==> config.mk <==
export PLATFORM = sky130hd
export DESIGN_NAME = poh_serial_port
export DESIGN_NICKNAME = d
export VERILOG_FILES = /design/src/rtl/poh_pkg.sv /design/src/rtl/poh_req_check.sv /design/src/rtl/poh_shift_fsm.sv /design/src/rtl/poh_byte_out.sv /design/src/rtl/poh_serial_port.sv
export SDC_FILE = /design/constraint.sdc
export NUM_CORES = 1
export LEC_CHECK = 0
export BUFFER_PORTS_ARGS = -buffer_cell sky130_fd_sc_hd__buf_2
export CORE_MARGIN = 5
export CORE_UTILIZATION = 60
export DETAILED_ROUTE_END_ITERATION = 8
export PLACE_DENSITY = 0.94
export RECOVER_POWER = 25
export SYNTH_ARGS = -nofsm -noshare
export SYNTH_HDL_FRONTEND = slang
export SYNTH_HIERARCHICAL = 1
export SYNTH_SLANG_ARGS = --single-unit
export TNS_END_PERCENT = 100
==> constraint.sdc <==
create_clock -name clk_i -period 3.4 [get_ports clk_i]
set_clock_uncertainty 0.05 [all_clocks]
set_input_delay 0 -clock clk_i [delete_from_list [all_inputs] [get_ports clk_i]]
set_output_delay 0 -clock clk_i [all_outputs]
set_load 0.01 [all_outputs]
==> src/rtl/poh_pkg.sv <==
package poh_pkg;
  typedef enum logic [1:0] {PH_IDLE, PH_ADDR, PH_GAP, PH_DATA} phase_e;
  typedef enum logic [1:0] {CONC_NONE, CONC_GRP3, CONC_GRP12, CONC_RSVD} conc_e;

  localparam int unsigned IDX_TRACE = 0;
  localparam int unsigned IDX_PAR   = 1;
  localparam int unsigned IDX_LABEL = 2;
  localparam int unsigned IDX_LAST  = 8;
endpackage

==> src/rtl/poh_req_check.sv <==
module poh_req_check
  import poh_pkg::*;
#(
  parameter int unsigned NUM_VC    = 12,
  parameter int unsigned VC_W      = 4,
  parameter int unsigned IDX_W     = 4,
  parameter int unsigned GRP_SMALL = 3
) (
  input  logic [VC_W-1:0]  vc_i,
  input  logic [IDX_W-1:0] idx_i,
  input  logic [1:0]       conc_mode_i,
  output logic             ok_o,
  output logic             mask_o
);
  logic idx_ok, vc_ok, master_ok;
  conc_e mode;

  assign mode = conc_e'(conc_mode_i);

  always_comb begin
    idx_ok = (int'(idx_i) <= int'(IDX_LAST)) &&
             (int'(idx_i) != int'(IDX_TRACE)) &&
             (int'(idx_i) != int'(IDX_LABEL));
    vc_ok  = int'(vc_i) < int'(NUM_VC);
    unique case (mode)
      CONC_NONE:  master_ok = 1'b1;
      CONC_GRP3:  master_ok = (int'(vc_i) % int'(GRP_SMALL)) == 0;
      CONC_GRP12: master_ok = (vc_i == '0);
      default:    master_ok = 1'b0;
    endcase
  end

  assign ok_o   = idx_ok && vc_ok && master_ok;
  assign mask_o = int'(idx_i) == int'(IDX_PAR);
endmodule

==> src/rtl/poh_shift_fsm.sv <==
module poh_shift_fsm
  import poh_pkg::*;
#(
  parameter int unsigned AW = 8,
  parameter int unsigned DW = 8
) (
  input  logic          clk_i,
  input  logic          rst_ni,
  input  logic          launch_i,
  input  logic [AW-1:0] addr_i,
  input  logic          tick_i,
  input  logic          sdi_i,
  output logic          ale_o,
  output logic          sao_o,
  output logic          dle_o,
  output logic          busy_o,
  output logic          last_o,
  output logic [DW-1:0] word_o
);
  localparam int unsigned MAXW = (AW > DW) ? AW : DW;
  localparam int unsigned CW   = (MAXW > 1) ? $clog2(MAXW) : 1;

  phase_e        phase_q;
  logic [CW-1:0] cnt_q;
  logic [AW-1:0] ash_q;
  logic [DW-1:0] dsh_q;

  assign ale_o  = (phase_q == PH_ADDR);
  assign dle_o  = (phase_q == PH_DATA);
  assign sao_o  = ale_o & ash_q[AW-1];
  assign busy_o = (phase_q != PH_IDLE);
  assign last_o = dle_o && tick_i && (cnt_q == CW'(DW-1));
  assign word_o = {dsh_q[DW-2:0], sdi_i};

  always_ff @(posedge clk_i or negedge rst_ni) begin
    if (!rst_ni) begin
      phase_q <= PH_IDLE;
      cnt_q   <= '0;
      ash_q   <= '0;
      dsh_q   <= '0;
    end else begin
      unique case (phase_q)
        PH_IDLE: if (launch_i) begin
          ash_q   <= addr_i;
          cnt_q   <= '0;
          phase_q <= PH_ADDR;
        end
        PH_ADDR: if (tick_i) begin
          ash_q <= {ash_q[AW-2:0], 1'b0};
          if (cnt_q == CW'(AW-1)) begin
            cnt_q   <= '0;
            phase_q <= PH_GAP;
          end else begin
            cnt_q <= cnt_q + 1'b1;
          end
        end
        PH_GAP: if (tick_i) begin
          cnt_q   <= '0;
          phase_q <= PH_DATA;
        end
        PH_DATA: if (tick_i) begin
          dsh_q <= word_o;
          if (last_o) begin
            cnt_q   <= '0;
            phase_q <= PH_IDLE;
          end else begin
            cnt_q <= cnt_q + 1'b1;
          end
        end
        default: phase_q <= PH_IDLE;
      endcase
    end
  end

  AST_STROBE_EXCL: assert property (@(posedge clk_i) disable iff (!rst_ni)
    !(ale_o && dle_o));
  AST_GAP_AFTER_ADDR: assert property (@(posedge clk_i) disable iff (!rst_ni)
    $fell(ale_o) |-> (!dle_o && busy_o));
  AST_DATA_AFTER_GAP: assert property (@(posedge clk_i) disable iff (!rst_ni)
    $rose(dle_o) |-> !$past(ale_o));
  AST_STALL_HOLD: assert property (@(posedge clk_i) disable iff (!rst_ni)
    (busy_o && !tick_i) |=> ($stable(ale_o) && $stable(dle_o) && $stable(sao_o)));
endmodule

==> src/rtl/poh_byte_out.sv <==
module poh_byte_out #(
  parameter int unsigned DW    = 8,
  parameter int unsigned VC_W  = 4,
  parameter int unsigned IDX_W = 4
) (
  input  logic             clk_i,
  input  logic             rst_ni,
  input  logic             last_i,
  input  logic [DW-1:0]    word_i,
  input  logic             mask_i,
  input  logic [DW-1:0]    bip_i,
  input  logic [VC_W-1:0]  vc_i,
  input  logic [IDX_W-1:0] idx_i,
  output logic [DW-1:0]    byte_o,
  output logic             vld_o,
  output logic [VC_W-1:0]  vc_o,
  output logic [IDX_W-1:0] idx_o,
  output logic             mask_o
);
  always_ff @(posedge clk_i or negedge rst_ni) begin
    if (!rst_ni) begin
      byte_o <= '0;
      vld_o  <= 1'b0;
      vc_o   <= '0;
      idx_o  <= '0;
      mask_o <= 1'b0;
    end else begin
      vld_o <= last_i;
      if (last_i) begin
        byte_o <= mask_i ? (word_i ^ bip_i) : word_i;
        vc_o   <= vc_i;
        idx_o  <= idx_i;
        mask_o <= mask_i;
      end
    end
  end

  AST_VLD_PULSE: assert property (@(posedge clk_i) disable iff (!rst_ni)
    vld_o |=> !vld_o);
endmodule

==> src/rtl/poh_serial_port.sv <==
module poh_serial_port
  import poh_pkg::*;
#(
  parameter int unsigned NUM_VC    = 12,
  parameter int unsigned VC_W      = 4,
  parameter int unsigned IDX_W     = 4,
  parameter int unsigned DW        = 8,
  parameter int unsigned GRP_SMALL = 3
) (
  input  logic             clk_i,
  input  logic             rst_ni,
  input  logic             start_i,
  input  logic [VC_W-1:0]  vc_i,
  input  logic [IDX_W-1:0] idx_i,
  input  logic [1:0]       conc_mode_i,
  input  logic [DW-1:0]    bip_i,
  input  logic             tick_i,
  input  logic             sdi_i,
  output logic             ale_o,
  output logic             sao_o,
  output logic             dle_o,
  output logic             busy_o,
  output logic             err_o,
  output logic [DW-1:0]    byte_o,
  output logic             byte_vld_o,
  output logic [VC_W-1:0]  byte_vc_o,
  output logic [IDX_W-1:0] byte_idx_o,
  output logic             byte_mask_o
);
  localparam int unsigned AW = VC_W + IDX_W;

  logic             req_ok, req_mask, launch, last;
  logic [DW-1:0]    word;
  logic [VC_W-1:0]  vc_q;
  logic [IDX_W-1:0] idx_q;
  logic             mask_q;

  poh_req_check #(
    .NUM_VC(NUM_VC), .VC_W(VC_W), .IDX_W(IDX_W), .GRP_SMALL(GRP_SMALL)
  ) u_check (
    .vc_i(vc_i), .idx_i(idx_i), .conc_mode_i(conc_mode_i),
    .ok_o(req_ok), .mask_o(req_mask)
  );

  assign launch = start_i && !busy_o && req_ok;

  always_ff @(posedge clk_i or negedge rst_ni) begin
    if (!rst_ni) begin
      vc_q   <= '0;
      idx_q  <= '0;
      mask_q <= 1'b0;
      err_o  <= 1'b0;
    end else begin
      err_o <= start_i && !busy_o && !req_ok;
      if (launch) begin
        vc_q   <= vc_i;
        idx_q  <= idx_i;
        mask_q <= req_mask;
      end
    end
  end

  poh_shift_fsm #(.AW(AW), .DW(DW)) u_fsm (
    .clk_i(clk_i), .rst_ni(rst_ni), .launch_i(launch), .addr_i({vc_i, idx_i}),
    .tick_i(tick_i), .sdi_i(sdi_i), .ale_o(ale_o), .sao_o(sao_o),
    .dle_o(dle_o), .busy_o(busy_o), .last_o(last), .word_o(word)
  );

  poh_byte_out #(.DW(DW), .VC_W(VC_W), .IDX_W(IDX_W)) u_out (
    .clk_i(clk_i), .rst_ni(rst_ni), .last_i(last), .word_i(word),
    .mask_i(mask_q), .bip_i(bip_i), .vc_i(vc_q), .idx_i(idx_q),
    .byte_o(byte_o), .vld_o(byte_vld_o), .vc_o(byte_vc_o),
    .idx_o(byte_idx_o), .mask_o(byte_mask_o)
  );

  AST_ERR_PULSE: assert property (@(posedge clk_i) disable iff (!rst_ni)
    err_o |=> !err_o);
  AST_ERR_NO_STROBE: assert property (@(posedge clk_i) disable iff (!rst_ni)
    err_o |-> (!ale_o && !busy_o));
  AST_BUSY_START_QUIET: assert property (@(posedge clk_i) disable iff (!rst_ni)
    $past(busy_o) |-> !err_o);
  AST_VLD_AFTER_DATA: assert property (@(posedge clk_i) disable iff (!rst_ni)
    byte_vld_o |-> ($past(dle_o) && !busy_o));
endmodule

* Yosys cells after proc, flatten, opt, wreduce, memory -nomap -nowiden
Cells that the tools add are included.
** Word-level totals
- Register bits :: 48
- Bits in latches :: 0
- Memory bits (writable) :: 0
- Memory bits (read-only) :: 0
- Output and inout bits :: 23
- Memories :: 0
** Cells by class
- Add/subtract/negate cells :: 1
- $mul :: 0
- Divide/modulo/power cells :: 1
- $lt $le $gt $ge :: 2
- Equality and inequality tests :: 14
- Shift-type cells :: 0
- Mux-type cells :: 19
- Bitwise operators :: 2
- Reduce and logical (&&, ||, !) cells :: 22
** Operators with widths (count)
- 32-bit logical NOT :: 1
- 5-bit by 3-bit modulo with 32-bit output (second input constant) :: 1
- 8-bit 2-to-1 mux :: 3
- 3-bit 2-to-1 mux :: 6
- 8-bit case mux with 2 select lines :: 1
- 2-bit 2-to-1 mux :: 6
- 3-bit case mux with 4 select lines :: 1
- 2-bit inequality test (second input constant) :: 5
- 1-bit logical AND :: 9
- 2-bit case mux with 4 select lines :: 1
- 8-bit bitwise XOR :: 1
- 2-bit equality test (second input constant) :: 3
- 6-bit AND reduction :: 1
- 2-bit by 1-bit equality test with 1-bit output (second input constant) :: 2
- 4-bit by 2-bit equality test with 1-bit output (second input constant) :: 1
- 4-bit <= comparator (second input constant) :: 1
- 2-bit logical NOT :: 2
- 4-bit logical NOT :: 1
- 4-bit less-than comparator (second input constant) :: 1
- 4-bit by 3-bit inequality test with 1-bit output (second input constant) :: 1
- 4-bit AND reduction :: 1
- 2-bit nonzero test :: 2
- 4-bit nonzero test :: 1
- 3-bit by 1-bit adder with 3-bit output (second input constant) :: 1
- 7 further kinds :: 8

* Depth between registers and ports, before layout
- Depth in word-level cells :: 8
- Gate-level depth with buffers :: 19
- Depth with buffers taken out :: 17

* Cells and area by module
The synthesis kept the hierarchy.
** Modules (own cells, without submodules)
- poh_shift_fsm :: instances 1, cells an instance 90, area an instance 1026.0 um2, sequential area each 500.5 um2
- poh_byte_out :: instances 1, cells an instance 64, area an instance 849.6 um2, sequential area each 450.4 um2
- poh_serial_port :: instances 1, cells an instance 23, area an instance 415.4 um2, sequential area each 250.2 um2
- poh_req_check :: instances 1, cells an instance 40, area an instance 300.3 um2, sequential area each 0.0 um2

* Worst setup path before layout
No wires, ideal clock.
- Kind :: input port to flip-flop
- Start :: input port vc_i[2]
- End :: register u_fsm.phase_q[1]
- Data arrival time :: 2.779 ns
- Setup slack :: 0.446 ns
- Stages :: 16
- Path buffers :: 1
- Path through :: nor2b_1 -> ha_1 -> ha_1 -> o21ba_2 -> a31oi_1 -> nor2_1 -> ha_1 -> a311oi_1 -> a2bb2oi_1 -> o41ai_2 -> nand3b_1 -> buf_6 -> inv_1 -> o22ai_4 -> nor2_2 -> mux2_4
** On the way
- Longest elaborated chain between the ends :: 7
** RTL lines
- start: declaration :: line poh_serial_port.sv:13 : input logic [VC_W-1:0] vc_i,
- 5-bit by 3-bit modulo with 32-bit output :: line poh_req_check.sv:27 : CONC_GRP3: master_ok = (int'(vc_i) % int'(GRP_SMALL)) == 0;
- 32-bit logical NOT :: line poh_req_check.sv:27
- 1-bit case mux with 3 select lines :: line poh_req_check.sv:25 : unique case (mode)
- 1-bit logical AND (*) :: line poh_req_check.sv:33 : assign ok_o = idx_ok && vc_ok && master_ok;
- named net req_ok :: line poh_serial_port.sv:32 : logic req_ok, req_mask, launch, last;
- 1-bit logical AND (*) :: line poh_serial_port.sv:45 : assign launch = start_i && !busy_o && req_ok;
- named net launch :: line poh_serial_port.sv:32
- 2-bit inequality test (no line) (*)
- 6-bit AND reduction (no line) (*)
- end signal: assignment :: line poh_shift_fsm.sv:37 : phase_q <= PH_IDLE;
- end signal: assignment :: line poh_shift_fsm.sv:46 : phase_q <= PH_ADDR;
- end signal: assignment :: line poh_shift_fsm.sv:52 : phase_q <= PH_GAP;
- end: declaration :: line poh_shift_fsm.sv:23 : phase_e phase_q;
The timed path passes the listed nets; every way through them passes the cells marked *.
A chain may end at the register's enable or synchronous reset.

* Worst setup path in the final report
- Start :: input port vc_i[2]
- End :: register u_fsm.ash_q[7]
** On the way
- Longest elaborated chain between the ends :: 7
** RTL lines
- 5-bit by 3-bit modulo with 32-bit output :: line poh_req_check.sv:27
- 32-bit logical NOT :: line poh_req_check.sv:27
- 1-bit case mux with 3 select lines :: line poh_req_check.sv:25
- 1-bit logical AND (*) :: line poh_req_check.sv:33
- named net req_ok :: line poh_serial_port.sv:32
- 1-bit logical AND (*) :: line poh_serial_port.sv:45
- named net launch :: line poh_serial_port.sv:32
- 2-bit inequality test (no line) (*)
- 3-bit AND reduction (no line) (*)
- end signal: assignment :: line poh_shift_fsm.sv:44 : ash_q <= addr_i;
- end signal: assignment :: line poh_shift_fsm.sv:49 : ash_q <= {ash_q[AW-2:0], 1'b0};
- end: declaration :: line poh_shift_fsm.sv:25 : logic [AW-1:0] ash_q;
Marked as above.

==> metrics.md <==
| Metric | Value |
|---|---|
| Die Span Y | `75.7 um` |
| Die footprint | `5730 sq um` |
| Cell Chain, Critical Path | `buf_2 -> nor2b_1 -> ha_1 -> ha_1 -> inv_1 -> a31o_1 -> nor2_1 -> ha_1 -> a311oi_1 -> a2bb2oi_1 -> o41ai_2 -> nand3b_1 -> inv_1 -> inv_1 -> a21oi_4 -> nor2_1 -> a21oi_1` |
| Cts hold-fix bufs | `20` |
| DRC viols | `0` |
| Share of layout cells above drive strength 1 | `27.9%` |
| Clock-pin slew on the worst setup and hold paths | `90 ps` |
| Total GRT Usage | `21.4%` |
| Root buffer cell | `clkbuf_8` |
| Slew @ Worst Pin | `2510 ps` |
| CTS tree | `built` |
| CP max stage cell | `a21oi_4` |
| CP max FO | `14` |
| Hold Path Class | `in -> reg` |
| Xor and xnor area share after synthesis | `0%` |
| Largest family of logic cells by synthesized area | `multiplexers` |
| Hold Fails Final Rpt | `0` |
| Maximum buffer depth of the clock tree | `2` |
| Hold path start | `vc_i[1]` |
| Worst setup path start | `vc_i[2]` |
| N_diodes | `0` |
| Worst Setup End Kind | `register` |
| Wire per inst | `16.6 um` |
| Post-route setup TNS | `0 ps` |
| Total grt overflow | `0` |
| Final Instance Count excl. Fillers | `333` |
| Final Cycle Share | `91.8%` |
| Area share of fa/ha/maj cells after synthesis | `4.83%` |
| Hpwl dp | `3.53 mm` |
| Row cnt | `23` |
| Status | `complete, but fails checks` |
| Core Util, Final | `75.8%` |
| CP peak stage delay | `360 ps` |
| Vias per cell | `5.74` |
| H-tree depth | `2` |
| Netlist cell types | `50` |
| Multi-input logic area | `1250 sq um` |
| Commonest non-fill, non-tap cells in the layout | `48 x dfrtp_1, 25 x buf_2, 20 x dlygate4sd3_1, 20 x clkbuf_1, 20 x nor2_1` |
| Die X | `75.7 um` |
| 1st-iter DRT viols | `111` |
| Crit path buf inv count | `4` |
| Num Clock Sinks | `48` |
| TritonRoute pass-1 iters | `4` |
| First-pass GRT wire length | `9.11 mm` |
| Critical Path AT | `3290 ps` |
| Mapped cell area | `2590 sq um` |
| Leakage | `0.00146 uW` |
| Placed Cells | `305` |
| Largest net degree at the start of global routing | `49` |
| Total wire length | `5.52 mm` |
| Initial antenna violation count | `0` |
| Mapped Cells | `217` |
| Cell Pwr Density | `678 nW/um^2` |
| Overall power | `2100 uW` |
| Max-cap violations | `1` |
| Final setup vio count | `0` |
| Final slew viol count | `49` |
| I/O pin count | `46` |
| Commonest non-fill, non-tap cell in the layout | `dfrtp_1` |
| CP Launch Type | `primary input` |
| DR vias | `1912` |
| RSZ-0062 raised after global routing | `no` |
| Number of synthesized register bits | `48` |
| Synth Net Count | `250` |
| Starting Density | `63.4%` |
| Post-CTS setup buffers | `0` |
| Max Clk Rate | `320 MHz` |
| Fin crit period | `3120 ps` |
| CTS buffer count | `5` |
| Placed Area | `2800 sq um` |
| Worst setup path category | `in -> reg` |
| ANT nets after route | `0` |
| Synth Area in Compound Gates | `15.3%` |
| Worst r2r src | `u_fsm/phase_q[1]$_DFFE_PN0P_` |
| Violated checks | `max-capacitance violations, max-slew violations` |
| Headroom to the max-slew limit | `-67.4%` |
| Worst EP required | `3570 ps` |
| Fill cells | `272` |
| Vias in the first global route | `1931` |
| Placeable Area | `4090 sq um` |
| Family with the most delay on the worst path | `compound AO/OA/AOI/OAI gates` |
| Nets@finish | `315` |
| Syn Area/Cell | `11.9 sq um` |
| Seq/Total Area, Yosys | `46.4%` |
| Multiplexer share of the synthesized area | `16.8%` |
| Port Buffer Count | `45` |
| VDD IR-drop max | `509 uV` |
| Design area | `3100 sq um` |
| Final Wtd Congestion | `0.838` |
| PostCTS Resize Cnt | `0` |
| Ys Warns | `6` |
| Clk Latency, worst-skew pair | `300 ps` |
| Simple-gate share of the synthesized area | `11.3%` |
| Register area | `1200 sq um` |
| P&R area growth vs syn | `19.6%` |
## flip-flops by register name (all words and copies together) (netlist names), 3 cells and up
name / count
idx_q: 4
u_fsm/ash_q: 8
u_fsm/cnt_q: 3
u_fsm/dsh_q: 7
u_out/byte_o: 8
u_out/idx_o: 4
u_out/vc_o: 4
vc_q: 4
## Yosys cell counts (all sizes together)
| cell type | n | share of area [%] |
|---|---|---|
| a22oi | 1 | 0.48 |
| o21a | 1 | 0.29 |
| nor3b | 1 | 0.29 |
| nand2 | 8 | 1.2 |
| o41ai | 1 | 0.63 |
| o211ai | 1 | 0.29 |
| nand2b | 2 | 0.48 |
| or4 | 1 | 0.29 |
| nor2 | 21 | 3.1 |
| a2bb2oi | 1 | 0.34 |
| o221ai | 1 | 0.34 |
| mux2i | 9 | 3.5 |
| mux2 | 26 | 13 |
| o21ai | 7 | 1.4 |
| and4bb | 1 | 0.48 |
| a21oi | 13 | 3.4 |
| buf | 9 | 3.5 |
| and2b | 1 | 0.39 |
| a31oi | 9 | 2.4 |
| nor3 | 2 | 0.77 |
| o21ba | 1 | 0.39 |
| a311oi | 1 | 0.34 |
| o22ai | 2 | 1.0 |
| or4b | 1 | 0.39 |
| o21bai | 1 | 0.29 |
| inv | 13 | 1.9 |
| nor4b | 1 | 0.34 |
| nand3b | 9 | 2.6 |
| dfrtp | 48 | 46 |
| o311ai | 1 | 0.34 |
| nand4 | 1 | 0.24 |
| ha | 10 | 4.8 |
| and3 | 1 | 0.24 |
| nor2b | 1 | 0.24 |
| a21bo | 8 | 3.1 |
| and2 | 1 | 0.24 |
| a31o | 1 | 0.34 |
## worst paths after layout
path / endpoint / slack [ps] / cells after the start
worst max-delay path: u_fsm/ash_q[7]$_DFFE_PN0P_ / 280 / 17
worst min-delay path: u_fsm/ash_q[5]$_DFFE_PN0P_ / 40 / 3
worst max register to register: u_fsm/ash_q[7]$_DFFE_PN0P_ / 1290 / 6
worst min register to register: u_out/idx_o[3]$_DFFE_PN0P_ / 450 / 1
max in group asynchronous: u_fsm/ash_q[0]$_DFFE_PN0P_ / 910 / 2
min in group asynchronous: u_out/byte_o[4]$_DFFE_PN0P_ / 960 / 2
## routing by layer
layer	up-vias	GRT usage, %	routed length (um)
li1	909	-	-
met3	9	5.41	324
met4	0	6.60	79
met2	62	36.6	2730
met1	932	26.6	2380
met5	-	0	0
## logic make-up after synthesis
family / Yosys count
and+or+nand+nor: 52
AOI/OAI and AO/OA: 50
DFF: 48
muxes: 35
buffers and inverters: 22
adders and majority gates: 10
## through the flow
stage | hold WS [ps] | setup WS (ps)
after global routing | 60.7 | 38.4
after CTS | 25.1 | 325
after global placement | 182 | 222
final | 37.1 | 279
after detailed placement | 200 | 32.7
after floorplan | -346 | 446
## worst min-delay path, delay by kind of cell
kind	cells	cell delay (ps)
buffers and inverters	1	140
multiplexers	1	130
AO/OA/AOI/OAI	1	80
## area by class of cell
class | count | share of cell area (%)
multi-input combinational | 147 | 40.3
sequential | 48 | 38.8
timing repair buffer | 67 | 13.4
clock buffer | 6 | 2.66
tap | 50 | 2.02
inverter | 13 | 1.57
clock inverter | 2 | 1.25
## power by group
part           internal (uW)  leakage, uW  switching, uW
Combinational            405     0.000771            391
Sequential               744     0.000624            126
Clock                    241    0.0000614            194
Power figures use the tool's default switching activity.
